===== config.mk =====
export PLATFORM = sky130hd
export DESIGN_NAME = ones_density_guard
export DESIGN_NICKNAME = d
export VERILOG_FILES = /design/src/rtl/density_pkg.sv /design/src/rtl/density_window_track.sv /design/src/rtl/ones_density_guard.sv
export SDC_FILE = /design/constraint.sdc
export NUM_CORES = 2
export LEC_CHECK = 0
export ABC_AREA = 1
export ABC_CLOCK_PERIOD_IN_PS = 3700
export BUFFER_PORTS_ARGS = -buffer_cell sky130_fd_sc_hd__buf_2
export CAP_MARGIN = 20
export CORE_MARGIN = 1.5
export CORE_UTILIZATION = 45
export CTS_BUF_LIST = sky130_fd_sc_hd__clkbuf_2 sky130_fd_sc_hd__clkbuf_4 sky130_fd_sc_hd__clkbuf_8
export DETAILED_ROUTE_END_ITERATION = 10
export GPL_TIMING_DRIVEN = 0
export PLACE_DENSITY = 0.69
export SLEW_MARGIN = 20
export SYNTH_ARGS = -nofsm -noshare
export SYNTH_HDL_FRONTEND = slang
export SYNTH_HIERARCHICAL = 1
export SYNTH_SLANG_ARGS = --single-unit

===== constraint.sdc =====
create_clock -name clk -period 3.7 [get_ports clk]
set_clock_uncertainty 0.1 [all_clocks]
set_input_delay 0.185 -clock clk [delete_from_list [all_inputs] [get_ports clk]]
set_output_delay 0.185 -clock clk [all_outputs]
set_load 0.005 [all_outputs]

===== src/rtl/density_pkg.sv =====
package density_pkg;

    // Registered outputs of the top level
    typedef struct packed {
        logic line;   // bit last sent
        logic flag;   // sticky violation
    } guard_state_t;

endpackage


===== src/rtl/density_window_track.sv =====
// History of one bit stream with a running ones count per stretch length.
// Reports whether the probe bit, taken as the next bit, would break a rule;
// on adv the committed bit is shifted in.
module density_window_track #(
    parameter int MAX_N   = 23,
    parameter int CELL    = 8,
    parameter int RUN_MAX = 15
) (
    input  logic clk,
    input  logic rst_n,
    input  logic adv,
    input  logic probe,
    input  logic bit_in,
    output logic viol
);
    localparam int HIST = CELL * (MAX_N + 1);
    localparam int CW   = $clog2(HIST + 1);
    localparam int RW   = $clog2(RUN_MAX + 2);

    typedef struct packed {
        logic [HIST-1:0]           hist;  // bit 0 newest
        logic [MAX_N-1:0][CW-1:0]  cnt;   // ones in each stretch
        logic [CW-1:0]             seen;  // saturating bit count
        logic [RW-1:0]             run;   // saturating zero run
    } trk_t;

    trk_t s_d, s_q;
    logic [MAX_N-1:0][CW-1:0] base;
    logic [CW-1:0] seen_n;
    logic [RW-1:0] run_z;

    always_comb begin
        s_d    = s_q;
        seen_n = (s_q.seen == CW'(HIST)) ? s_q.seen : s_q.seen + 1'b1;
        run_z  = (s_q.run == RW'(RUN_MAX + 1)) ? s_q.run : s_q.run + 1'b1;
        viol   = !probe && (run_z > RW'(RUN_MAX));
        for (int k = 0; k < MAX_N; k++) begin
            // drop the bit that leaves a stretch of CELL*(k+2) bits
            base[k] = s_q.cnt[k] - CW'(s_q.hist[CELL*(k+2)-1]);
            if (seen_n >= CW'(CELL * (k + 2))) begin
                if (base[k] + CW'(probe) < CW'(k + 1)) begin
                    viol = 1'b1;
                end
            end
        end
        if (adv) begin
            s_d.hist = {s_q.hist[HIST-2:0], bit_in};
            for (int k = 0; k < MAX_N; k++) begin
                s_d.cnt[k] = base[k] + CW'(bit_in);
            end
            s_d.seen = seen_n;
            s_d.run  = bit_in ? '0 : run_z;
        end
    end

    always_ff @(posedge clk or negedge rst_n) begin
        if (!rst_n) begin
            s_q <= '0;
        end else begin
            s_q <= s_d;
        end
    end

endmodule


===== src/rtl/ones_density_guard.sv =====
module ones_density_guard #(
    parameter int MAX_N   = 23,
    parameter int CELL    = 8,
    parameter int RUN_MAX = 15
) (
    input  logic clk,
    input  logic rst_n,
    input  logic bit_stb,
    input  logic din,
    input  logic enforce_en,
    input  logic viol_clr,
    output logic dout,
    output logic viol_flag
);
    import density_pkg::*;

    guard_state_t s_d, s_q;
    logic rx_bad;     // received bit breaks a rule
    logic tx_zbad;    // a zero on the sent stream would break a rule
    logic tx_bit;

    // judges the stream as received
    density_window_track #(.MAX_N(MAX_N), .CELL(CELL), .RUN_MAX(RUN_MAX)) rx_trk (
        .clk(clk), .rst_n(rst_n), .adv(bit_stb),
        .probe(din), .bit_in(din), .viol(rx_bad)
    );

    // follows the stream as sent
    density_window_track #(.MAX_N(MAX_N), .CELL(CELL), .RUN_MAX(RUN_MAX)) tx_trk (
        .clk(clk), .rst_n(rst_n), .adv(bit_stb),
        .probe(1'b0), .bit_in(tx_bit), .viol(tx_zbad)
    );

    assign tx_bit = din | (enforce_en & tx_zbad);

    always_comb begin
        s_d = s_q;
        if (bit_stb) begin
            s_d.line = tx_bit;
        end
        if (bit_stb && rx_bad) begin
            s_d.flag = 1'b1;
        end else if (viol_clr) begin
            s_d.flag = 1'b0;
        end
    end

    always_ff @(posedge clk or negedge rst_n) begin
        if (!rst_n) begin
            s_q <= '0;
        end else begin
            s_q <= s_d;
        end
    end

    assign dout      = s_q.line;
    assign viol_flag = s_q.flag;

endmodule


==> metrics.md <==
| Metric | Value |
|---|---|
| Syn_area_per_cell | 6.98 um2 |
| Antenna violations before repair | 1 |
| Global-route wire length before repair | roughly 220 mm |
| CTS Buffer Depth | 3 |
| Synth Flop Type | dfrtp_1 |
| Failing checks | negative setup slack |
| Total I/O pin count | 8 |
| Clk root buf | clkbuf_8 |
| Critical Path Fanout Max | 5 |
| Startpoint types | flop |
| GRT Resource Usage Total | a little under a quarter |
| Area grow syn2layout | 16.6% |
| CP Data Required Time | between 4 and 5 ns |
| Vias post-DR | between 40,000 and 50,000 |
| Leak | between 20 and 30 nW |
| RSZ-0062 raised after global routing | true |
| Post-route ant nets | 0 |
| Grt total ovfl | 0 |
| Worst path max stage delay | 0.44 ns |
| Die width | between 300 and 400 um |
| First-pass iteration count of the detailed router | 7 |
| CP Class | reg2reg |
| Yosys reg bits | between 700 and 800 |
| Residual DRC | 0 |
| CP top delay family | simple AND/OR/NAND/NOR gates |
| Tcrit/Tclk final | 104% |
| Drt wl/cell | ~15 um |
| CTS H-tree lvls | 4 |
| Die area | around 110,000 um2 |
| Max VDD drop | about 370 uV |
| Core ar. | 111,000 um2 |
| Commonest non-fill, non-tap cell in the layout | nand2_1 |
| Yosys top cell area share | about two fifths |
| Outcome | finished, violations left |
| Row cnt | 122 |
| Min Hold Slack | 0.0378 ns |
| Final Max Slew Viols | 0 |
| Most frequent cells in the layout | nand2_1, inv_1, dfrtp_1 |
| Critical path's most frequent cell | ha_4 |
| Met3 wire len | slightly above 8 mm |
| Share of layout cells above drive strength 1 | ~13% |
| Max Cap Violations | 0 |
| Fin crit period | about 3.8 ns |
| CP arrival | 4.44 ns |
| Starting Density | 45.5% |
| DP HPWL | between 90 and 100 mm |
| Die Y | about 340 um |
| Post-synth top area cell | dfrtp_1 |
| Total power | 43.5 mW |
| Top post-synthesis cells by area | dfrtp_1, nand2_1, o21ai_0 |
| Setup slack after layout | -0.145 ns |
| Final setup viols | 26 |
| Max Fclk | 260 MHz |
| Routed WL | 138 mm |
| Sequential area share after synthesis | about two fifths |
| Synth warn | 6 |
| Worst Max-Slew Pin Slew | 1.33 ns |
| Port buffer count | 7 |
| Post-Synthesis Cells | a little over 7,000 |
| Fraction of registers with async set/reset | between 90% and 100% |
| Post-synth EDFFs | 0 |
| Endpoint class of the critical path | flop |
| CP max stage cell | dfrtp_1 |
| Post-Syn Area | ~51,000 um2 |
| Largest net degree at the start of global routing | between 100 and 150 |
| Hold Path Class | in2reg |
| Post-layout util | between 50% and 60% |
| Distinct cells, synth | 47 |
| CP Buf/Inv Count | 5 |
| Met2 wire length | approximately 62 mm |
| Slew HR | 11.4% |
| GPL Wtd Cong | 0.919 |
| DR iter-0 viols | ~3,700 |
| Number of global-route vias before repair | between 40,000 and 50,000 |
| Clock-pin slew on the worst setup and hold paths | ~0.06 ns |
| Fin nets | between 7,000 and 8,000 |
| Uppermost layer routed | met4 |
| Vias per cell | between 5 and 6 |
| Clock insertion delay at the later pin of the skew report | between 0.8 and 0.9 ns |
| Final hold vios | 0 |
| Post-Route M1 WL | between 60 and 70 mm |
| CTS tree | yes |
| Pwr per Cell Area | about 740 nW/um2 |
| Sink Count | around 800 |
| Number of buffers created by CTS | 142 |
==> sequential cells by signal, summed over array words and instances, names as in the netlist <==
signal and cells:
dout 1, rx_trk/s_q 389, tx_trk/s_q 389, viol_flag 1
==> stage by stage <==
| stage | setup WS (ns) | cells | TNS [ns] | cell area, um2 |
|---|---|---|---|---|
| after floorplan | 0.0434 | 7256 | 0 | 50600 |
| after global placement | -14.95 | 8751 | - | 52500 |
| after detailed placement | -1.04 | 8758 | -88.91 | 52700 |
| after CTS | -0.156 | 9056 | -2.17 | 57100 |
| after global routing | -0.347 | 9109 | -13.55 | 58900 |
| final | -0.145 | 9110 | -1.46 | 58900 |
==> layer usage <==
layer | track usage (%) | vias to the layer above
met5 | 0 | -
met4 | 8.29 | 0
met3 | 3.36 | 271
met2 | 37.1 | 1207
met1 | 32.7 | 22500
li1 | - | 23500
==> synth_stat cells, types with 2 or more instances <==
library cell     n
a21boi_0         2
nand2_2         68
xor2_1         166
nand3_1        545
dfrtp_1        780
o21bai_2         2
xnor2_2          4
nand3_2         12
inv_2           27
buf_1            5
nor3_2           2
or2_2           13
xor2_2          10
xnor2_1         43
o211ai_1         3
o21bai_1         8
ha_1           254
a21oi_1         78
nor3_1          37
nor2_1         597
xor2_4           2
o21a_1           2
o21ai_1         15
nand2_1       2209
nand4_1        119
nand2_4          4
a22oi_1         14
o22ai_1         59
o21ai_0        796
nor2_2          54
nand3b_1        23
buf_2            5
inv_1         1052
clkbuf_1       164
buf_6            3
or2_0            2
a31oi_1          9
nor4_1           3
o31ai_1         15
nor2_4          22
and2_1           5
==> cell families (layout without fill, tap and decap cells) <==
group / Yosys count / after routing / synth area share (%)
fa+ha+maj: 254 / 254 / 6.29
flops: 780 / 780 / 38.6
simple gates: 3718 / 3720 / 31.1
other cells: 1 / 20 / 0.00742
xor+xnor: 225 / 225 / 4.18
buf+inv: 1256 / 1618 / 9.39
compound gates: 1005 / 1005 / 10.4
==> power by group <==
part	switching (mW)	internal, mW	total (mW)
combinational	13.6	7.93	21.6
clock	3.80	4.91	8.71
sequential	2.11	11.1	13.2
total	19.5	24.0	43.5
==> path summary, 6_finish.rpt <==
path	cells after the start	end	slack [ns]	from
setup / recovery	26	tx_trk/s_q[35]$_DFFE_PN0P_	-0.14	tx_trk/s_q[388]$_DFFE_PN0P_
hold / removal	7	tx_trk/s_q[101]$_DFFE_PN0P_	0.04	enforce_en
setup reg to reg	26	tx_trk/s_q[35]$_DFFE_PN0P_	-0.14	tx_trk/s_q[388]$_DFFE_PN0P_
hold reg to reg	2	rx_trk/s_q[275]$_DFFE_PN0P_	0.37	rx_trk/s_q[274]$_DFFE_PN0P_
max in group asynchronous	6	tx_trk/s_q[300]$_DFFE_PN0P_	1.35	rst_n
min in group asynchronous	4	rx_trk/s_q[322]$_DFFE_PN0P_	0.44	rst_n
==> worst reg2reg max path, stage by stage (launching register included) <==
cell,delay [ns]
dfrtp_1,0.44
ha_4,0.20
ha_4,0.26
inv_2,0.07
ha_4,0.23
nand2_1,0.05
nand3b_1,0.10
nand3_1,0.08
a21oi_1,0.16
nand3_1,0.14
nor2_4,0.22
nor2_2,0.07
nand2_1,0.09
nor2_2,0.04
nand2_2,0.07
nand2_4,0.09
nand2_8,0.10
buf_12,0.15
buf_12,0.14
buf_6,0.11
ha_4,0.15
ha_4,0.15
inv_4,0.04
nor3_4,0.18
nand2_1,0.09
xor2_1,0.14
o21ai_1,0.07
==> cell type report <==
cell class / instances / area [um2]
Buffer: 177 / 702
Clock buffer: 211 / 2670
Antenna cell: 2 / 5.00
Inverter: 1079 / 4090
Multi-Input combinational cell: 5222 / 28600
Fill cell: 10300 / 52000
Timing Repair Buffer: 117 / 1190
Sequential cell: 780 / 19500
Clock inverter: 34 / 320
Tap cell: 1488 / 1860
==> what timing repair did <==
action	CTS	global route
cloned	2	0
hold endpoints to repair	317	0
gates resized for setup	221	382
hold buffers	9	0
pin swaps	86	166
setup buffers	44	58
endpoints found under the setup margin	190	149
No activity file was read; power rests on OpenSTA's default activity.
